File: src/rtl/bankrf_pkg.sv
package bankrf_pkg;

  localparam int MODE_W         = 5;
  localparam int IDX_W          = 4;
  localparam int NUM_LOW        = 8;   // indices shared by all modes
  localparam int NUM_HI         = 5;   // indices with a fast-interrupt bank
  localparam int NUM_SPLR       = 2;   // stack pointer and link register
  localparam int NUM_SPLR_BANKS = 6;
  localparam int NUM_SAVED      = 5;
  localparam int PHYS_N  = NUM_LOW + 2 * NUM_HI + NUM_SPLR * NUM_SPLR_BANKS + 1;
  localparam int PADDR_W = $clog2(PHYS_N);
  localparam int SLOT_W  = $clog2(NUM_SAVED);
  localparam int SB_W    = $clog2(NUM_SPLR_BANKS);

  typedef enum logic [MODE_W-1:0] {
    MD_USER  = 5'h01,
    MD_SYS   = 5'h02,
    MD_SUP   = 5'h04,
    MD_FAST  = 5'h08,
    MD_IRQ   = 5'h09,
    MD_ABORT = 5'h0A,
    MD_UNDEF = 5'h0C
  } mode_e;

  function automatic logic mode_known(input logic [MODE_W-1:0] m);
    case (m)
      MD_USER, MD_SYS, MD_SUP, MD_FAST, MD_IRQ, MD_ABORT, MD_UNDEF: return 1'b1;
      default: return 1'b0;
    endcase
  endfunction

  function automatic logic is_exc_mode(input logic [MODE_W-1:0] m);
    case (m)
      MD_SUP, MD_FAST, MD_IRQ, MD_ABORT, MD_UNDEF: return 1'b1;
      default: return 1'b0;
    endcase
  endfunction

  // bank 0 is shared by user, system and illegal codes
  function automatic logic [SB_W-1:0] splr_bank(input logic [MODE_W-1:0] m);
    case (m)
      MD_SUP:   return SB_W'(1);
      MD_FAST:  return SB_W'(2);
      MD_IRQ:   return SB_W'(3);
      MD_ABORT: return SB_W'(4);
      MD_UNDEF: return SB_W'(5);
      default:  return SB_W'(0);
    endcase
  endfunction

  function automatic logic [SLOT_W-1:0] saved_slot(input logic [MODE_W-1:0] m);
    case (m)
      MD_FAST:  return SLOT_W'(1);
      MD_IRQ:   return SLOT_W'(2);
      MD_ABORT: return SLOT_W'(3);
      MD_UNDEF: return SLOT_W'(4);
      default:  return SLOT_W'(0);
    endcase
  endfunction

endpackage

File: src/rtl/bankrf_map.sv
module bankrf_map
  import bankrf_pkg::*;
(
  input  logic [IDX_W-1:0]   idx,
  input  logic [MODE_W-1:0]  mode,
  output logic [PADDR_W-1:0] paddr
);
  localparam logic [IDX_W-1:0]   HI_FIRST   = IDX_W'(NUM_LOW);
  localparam logic [IDX_W-1:0]   SPLR_FIRST = IDX_W'(NUM_LOW + NUM_HI);
  localparam logic [IDX_W-1:0]   PC_IDX     = IDX_W'(NUM_LOW + NUM_HI + NUM_SPLR);
  localparam logic [PADDR_W-1:0] FAST_OFS   = PADDR_W'(NUM_HI);
  localparam logic [PADDR_W-1:0] SPLR_BASE  = PADDR_W'(NUM_LOW + 2 * NUM_HI);
  localparam logic [PADDR_W-1:0] PC_ADDR    = PADDR_W'(PHYS_N - 1);
  localparam logic [PADDR_W-1:0] SPLR_STEP  = PADDR_W'(NUM_SPLR);

  logic fast;
  assign fast = (mode == MD_FAST);

  always_comb begin
    if (idx < HI_FIRST) begin
      paddr = PADDR_W'(idx);
    end else if (idx < SPLR_FIRST) begin
      paddr = PADDR_W'(idx) + (fast ? FAST_OFS : '0);
    end else if (idx == PC_IDX) begin
      paddr = PC_ADDR;
    end else begin
      paddr = SPLR_BASE + SPLR_STEP * PADDR_W'(splr_bank(mode))
            + PADDR_W'(idx - SPLR_FIRST);
    end
  end
endmodule

File: src/rtl/bankrf_store.sv
module bankrf_store #(
  parameter int DATA_W = 32,
  parameter int DEPTH  = 31,
  localparam int AW    = $clog2(DEPTH)
) (
  input  logic              clk,
  input  logic              we,
  input  logic [AW-1:0]     waddr,
  input  logic [DATA_W-1:0] wdata,
  input  logic [AW-1:0]     raddr_a,
  output logic [DATA_W-1:0] rdata_a,
  input  logic [AW-1:0]     raddr_b,
  output logic [DATA_W-1:0] rdata_b
);
  // one write port, asynchronous reads: fits distributed RAM
  logic [DATA_W-1:0] mem [DEPTH];

  always_ff @(posedge clk) begin
    if (we) mem[waddr] <= wdata;
  end

  assign rdata_a = mem[raddr_a];
  assign rdata_b = mem[raddr_b];
endmodule

File: src/rtl/bankrf_status.sv
module bankrf_status
  import bankrf_pkg::*;
#(
  parameter int DATA_W = 32
) (
  input  logic              clk,
  input  logic              rst,
  input  logic              sr_we,
  input  logic [DATA_W-1:0] sr_wdata,
  input  logic              exc_en,
  input  logic [MODE_W-1:0] exc_mode,
  input  logic              ssr_we,
  input  logic [DATA_W-1:0] ssr_wdata,
  output logic [DATA_W-1:0] cpsr,
  output logic [DATA_W-1:0] ssr_rdata
);
  localparam logic [DATA_W-1:0] CPSR_RST = {{(DATA_W-MODE_W){1'b0}}, MD_SUP};

  logic [DATA_W-1:0] cpsr_q;
  logic [DATA_W-1:0] saved [NUM_SAVED];
  logic [MODE_W-1:0] cur_mode;
  logic              take_exc;
  logic              cur_has_slot;

  assign cur_mode     = cpsr_q[MODE_W-1:0];
  assign take_exc     = exc_en && is_exc_mode(exc_mode);
  assign cur_has_slot = is_exc_mode(cur_mode);

  always_ff @(posedge clk) begin
    if (rst)           cpsr_q <= CPSR_RST;
    else if (take_exc) cpsr_q <= {cpsr_q[DATA_W-1:MODE_W], exc_mode};
    else if (sr_we)    cpsr_q <= sr_wdata;
  end

  for (genvar k = 0; k < NUM_SAVED; k++) begin : g_slot
    logic [DATA_W-1:0] slot_q;
    always_ff @(posedge clk) begin
      if (rst) begin
        slot_q <= '0;
      end else if (take_exc && saved_slot(exc_mode) == SLOT_W'(k)) begin
        slot_q <= cpsr_q;
      end else if (ssr_we && cur_has_slot && saved_slot(cur_mode) == SLOT_W'(k)) begin
        slot_q <= ssr_wdata;
      end
    end
    assign saved[k] = slot_q;
  end

  assign cpsr      = cpsr_q;
  assign ssr_rdata = cur_has_slot ? saved[saved_slot(cur_mode)] : '0;
endmodule

File: src/rtl/banked_regfile.sv
module banked_regfile
  import bankrf_pkg::*;
#(
  parameter int DATA_W = 32
) (
  input  logic              clk,
  input  logic              rst,
  input  logic [3:0]        rd_a_idx,
  output logic [DATA_W-1:0] rd_a_data,
  input  logic [3:0]        rd_b_idx,
  output logic [DATA_W-1:0] rd_b_data,
  input  logic              wr_en,
  input  logic [3:0]        wr_idx,
  input  logic [DATA_W-1:0] wr_data,
  input  logic              sr_we,
  input  logic [DATA_W-1:0] sr_wdata,
  output logic [DATA_W-1:0] cpsr_o,
  input  logic              ssr_we,
  input  logic [DATA_W-1:0] ssr_wdata,
  output logic [DATA_W-1:0] ssr_rdata,
  input  logic              exc_en,
  input  logic [4:0]        exc_mode,
  output logic              illegal_mode,
  output logic              privileged
);
  localparam int NPORT = 3;  // two reads, one write

  logic [MODE_W-1:0]  cur_mode;
  logic [IDX_W-1:0]   map_idx  [NPORT];
  logic [PADDR_W-1:0] map_addr [NPORT];

  assign cur_mode   = cpsr_o[MODE_W-1:0];
  assign map_idx[0] = rd_a_idx;
  assign map_idx[1] = rd_b_idx;
  assign map_idx[2] = wr_idx;

  for (genvar p = 0; p < NPORT; p++) begin : g_map
    bankrf_map u_map (
      .idx   (map_idx[p]),
      .mode  (cur_mode),
      .paddr (map_addr[p])
    );
  end

  bankrf_store #(.DATA_W(DATA_W), .DEPTH(PHYS_N)) u_store (
    .clk     (clk),
    .we      (wr_en),
    .waddr   (map_addr[2]),
    .wdata   (wr_data),
    .raddr_a (map_addr[0]),
    .rdata_a (rd_a_data),
    .raddr_b (map_addr[1]),
    .rdata_b (rd_b_data)
  );

  bankrf_status #(.DATA_W(DATA_W)) u_status (
    .clk       (clk),
    .rst       (rst),
    .sr_we     (sr_we),
    .sr_wdata  (sr_wdata),
    .exc_en    (exc_en),
    .exc_mode  (exc_mode),
    .ssr_we    (ssr_we),
    .ssr_wdata (ssr_wdata),
    .cpsr      (cpsr_o),
    .ssr_rdata (ssr_rdata)
  );

  assign illegal_mode = !mode_known(cur_mode);
  assign privileged   = mode_known(cur_mode) && (cur_mode != MD_USER);
endmodule

File: config.mk
export PLATFORM = sky130hd
export DESIGN_NAME = banked_regfile
export DESIGN_NICKNAME = d
export VERILOG_FILES = /design/src/rtl/bankrf_pkg.sv /design/src/rtl/bankrf_map.sv /design/src/rtl/bankrf_store.sv /design/src/rtl/bankrf_status.sv /design/src/rtl/banked_regfile.sv
export SDC_FILE = /design/constraint.sdc
export NUM_CORES = 2
export LEC_CHECK = 0
export ABC_AREA = 0
export CAP_MARGIN = 15
export CORE_UTILIZATION = 35
export DETAILED_ROUTE_END_ITERATION = 8
export PLACE_DENSITY = 0.55
export SYNTH_ARGS = -nofsm -noshare
export SYNTH_HDL_FRONTEND = slang
export SYNTH_HIERARCHICAL = 1
export SYNTH_SLANG_ARGS = --single-unit
File: constraint.sdc
create_clock -name clk -period 9.2 [get_ports clk]
set_input_delay 2.76 -clock clk [delete_from_list [all_inputs] [get_ports clk]]
set_output_delay 2.76 -clock clk [all_outputs]
set_load 0.01 [all_outputs]
==> results.ini <==
[status]
status = finished, final reports clean

[power]
p_comb_share_pct = 17.3
pwr-share-seq_pct = 43.0
leakage_nw = 24.8
power.density_nw_per_um2 = 196
p_int_w = 0.0102
ir_drop_v = 0.000212
p_switching_w = 0.00366
clkPwrFrac_pct = 39.7
swShare_pct = 26.4

[min_path]
hp-class = reg2reg

[timing]
worst_pin_slew_ns = 1.16
min_period_ns = 9.20
slew_headroom_pct = 22.5
rsz0062_at_grt = true
drv_slew = 0
hold_violations = 0
finalCritPeriodShare_pct = 99.9
final.setup_skew_ns = 0.0572
timing.fmax_mhz = 109
tns_ns = 0
setup_viol = 0

[clock_tree]
insertion_delay_ns = 0.79
cts_hold_buffers = 0
numCtsBuffers = 139
htreeDepth = 4
cts_root_buffer = clkbuf_16
cts_tree = yes
clk_pin_slew_ns = 0.05
clockBufferDepth = 3
clock-sinks = 1184

[detailed_routing]
routedWlPerCell_um = 30.1
via_count = 39200
dr.first_iter.drc_count = 3961
viasPerCell = 5.92
wl_mm = 199
postRouteAntennaNets = 0
drt_pass1_iterations = 5
drc = 0

[final_layout]
syn_to_final_growth_pct = 23.4
final_area_sq_um = 70700
final_layout_size_suffix_gt1_share_pct = 27.0
utilization_pct = 43.5
instances_no_fill = 6613
nets = 4468

[setup_path]
critPathRequiredTime_ns = 6.44
crit_end = rd_a_data[14]
crit_start = rd_a_idx[1]
reg2reg_depth = 11
path_cells = dlygate4sd2_1 -> ha_1 -> ha_2 -> fa_1 -> and4bb_1 -> a211oi_2 -> o21a_4 -> buf_12 -> buf_16 -> buf_12 -> buf_16 -> buf_4 -> mux4_2 -> o22ai_2 -> a21o_1 -> o311ai_4 -> buf_4 -> clkdlybuf4s15_2
cp.depth = 18
cp_slowest_stage_delay_ns = 0.55
cp-start-kind = input port
critPathBufInv = 8
r2r_start = u_status/cpsr[0]$_SDFFE_PP0P_
rrSetupSlack_ns = 4.42
worstReg2RegEnd = u_store/mem[21][17]$_DFFE_PP_
cp_top_family = buffers and inverters
cp-end-kind = primary output
arrival_ns = 6.44
cp_slowest_cell = fa_1
cp_max_fo = 7
crit_type = in2out

[synth]
syn-num-nets = 3970
synthArstFlopShare_pct = 0
syn_area_sq_um = 57300
synth_warnings = 6
syn_area_per_cell_sq_um = 15.0
yosysUniqueCellTypes = 89
ys_seq_area_share_pct = 58.7
netlist_instances = 3821
synth-seq-cells = 1184
synth_ff_type = edfxtp_1
synth-edff-count = 992

[placed_design]
dpl.hpwl_mm = 121
globalplace.congestion = 0.848
placed_cell_area_sq_um = 64900
io_buffer_count = 248
placed_cells = 6289

[global_route]
antenna_found_initial = 17
grt_overflow = 0
grt_usage_pct = 23.7
grt_max_degree = 83
grt_pass1_wl_mm = 282
grt_pass1_vias = 38600

[flow_run]
cap_violations = 0

[die]
dieWidth_um = 407
core-area_sq_um = 163000
initial_utilization_pct = 35.2
num_rows = 148
die_area_sq_um = 165000
die_h_um = 407
io_pins = 249

-- layer usage --
metal / global-route usage [%] / routed length (um)
met1: 30.8 / 80000
met2: 39.7 / 96900
met5: 0 / 90
met4: 8.40 / 7230
met3: 4.03 / 14800
-- stage by stage --
step           total power [W]  hold slack (ns)  setup slack (ns)
2_1_floorplan          0.00726            0.454             0.736
3_3_place_gp           0.00836            0.464            -0.572
3_5_place_dp           0.00837            0.469            -0.610
4_1_cts                 0.0139            0.478           -0.0445
5_1_grt                 0.0143            0.496            -0.108
6_report                0.0139            0.479           0.00467
-- cell usage in the layout, fill, tap and decap left out, types with 39 or more instances in the layout --
cell / synthesis / routed
edfxtp_1: 992 / 992
nand2_1: 155 / 153
o22ai_1: 142 / 131
clkdlybuf4s50_1: 0 / 179
nand2b_1: 103 / 103
mux2i_1: 399 / 395
nand3_1: 75 / 71
clkbuf_16: 0 / 144
a211oi_1: 136 / 133
mux2_2: 55 / 55
a22oi_1: 134 / 133
nor2_1: 212 / 179
mux4_2: 327 / 327
buf_12: 2 / 98
dfxtp_1: 192 / 191
o211ai_1: 40 / 40
nor2b_1: 54 / 50
buf_4: 56 / 305
o21ai_0: 52 / 51
dlygate4sd2_1: 0 / 39
-- logic make-up (layout without fill, tap and decap cells) --
group | after synthesis | in the layout | synth area share [%]
mux | 787 | 787 | 21.1
other cells | 0 | 7 | 0
simple gates | 747 | 747 | 6.74
xor+xnor | 12 | 12 | 0.183
buf+inv | 335 | 945 | 3.32
compound gates | 726 | 726 | 9.23
fa+ha+maj | 30 | 30 | 0.695
flops | 1184 | 1184 | 58.7
-- worst register-to-register path: cells and delay by family (launching register included) --
family          cells  cell delay, ns
flops               1            0.63
simple gates        4            1.44
buf+inv             1            0.68
mux                 1            0.14
fa+ha+maj           3            1.01
compound gates      2            0.51
-- timing repair --
item                                    4_1_cts  5_1_grt
endpoints found under the setup margin       63       30
resized for setup                           167       41
gates cloned                                  8        2
pin swaps                                    32       16
endpoints found under the hold margin         0        0
buffers inserted                             34       21
-- worst min-delay path by stage --
stage                                                    start                                          to  slack (ns)  cells after the start
floorplan            u_status/g_slot[1].slot_q[0]$_SDFFE_PP0P_   u_status/g_slot[1].slot_q[0]$_SDFFE_PP0P_        0.45                      2
global placement     u_status/g_slot[1].slot_q[1]$_SDFFE_PP0P_   u_status/g_slot[1].slot_q[1]$_SDFFE_PP0P_        0.46                      2
detailed placement  u_status/g_slot[1].slot_q[15]$_SDFFE_PP0P_  u_status/g_slot[1].slot_q[15]$_SDFFE_PP0P_        0.47                      2
CTS                 u_status/g_slot[1].slot_q[16]$_SDFFE_PP0P_  u_status/g_slot[1].slot_q[16]$_SDFFE_PP0P_        0.48                      2
global route         u_status/g_slot[1].slot_q[0]$_SDFFE_PP0P_   u_status/g_slot[1].slot_q[0]$_SDFFE_PP0P_        0.50                      2
finish               u_status/g_slot[1].slot_q[0]$_SDFFE_PP0P_   u_status/g_slot[1].slot_q[0]$_SDFFE_PP0P_        0.48                      2
-- synthesized netlist by cell type, types with 56 or more instances --
library cell | count | share of area [%]
edfxtp_1 | 992 | 52
buf_2 | 101 | 0.88
nand3_1 | 75 | 0.66
dfxtp_1 | 192 | 6.7
nor2_1 | 212 | 1.4
clkbuf_1 | 113 | 0.74
mux2i_1 | 399 | 7.0
nand2b_1 | 103 | 1.1
o22ai_1 | 142 | 1.6
a211oi_1 | 136 | 1.8
buf_4 | 56 | 0.73
nand2_1 | 155 | 1.0
mux4_2 | 327 | 13
a22oi_1 | 134 | 1.8
-- sequential cells by signal, indices dropped and copies added (netlist names) --
signal and count:
u_status/cpsr 32, u_store/mem 992, u_status/g_slot.slot_q 160
-- final cells by class --
class,count,area (sq um)
timing repair buffer,674,7220
tap,2175,2720
clock inverter,77,820
fill,14600,91900
inverter,18,67.6
antenna,7,17.5
multi-input combinational,2302,22500
sequential,1184,33600
clock buffer,176,3700
-- power groups by stage --
stage	Clock (W)	Combinational, W	Sequential, W
CTS	0.00558	0.00237	0.00596
floorplan	0	0.00121	0.00605
global route	0.00579	0.00251	0.00596
finish	0.00551	0.00240	0.00596
detailed placement	0	0.00230	0.00607
global placement	0	0.00230	0.00607
Power figures use the tool's default switching activity.
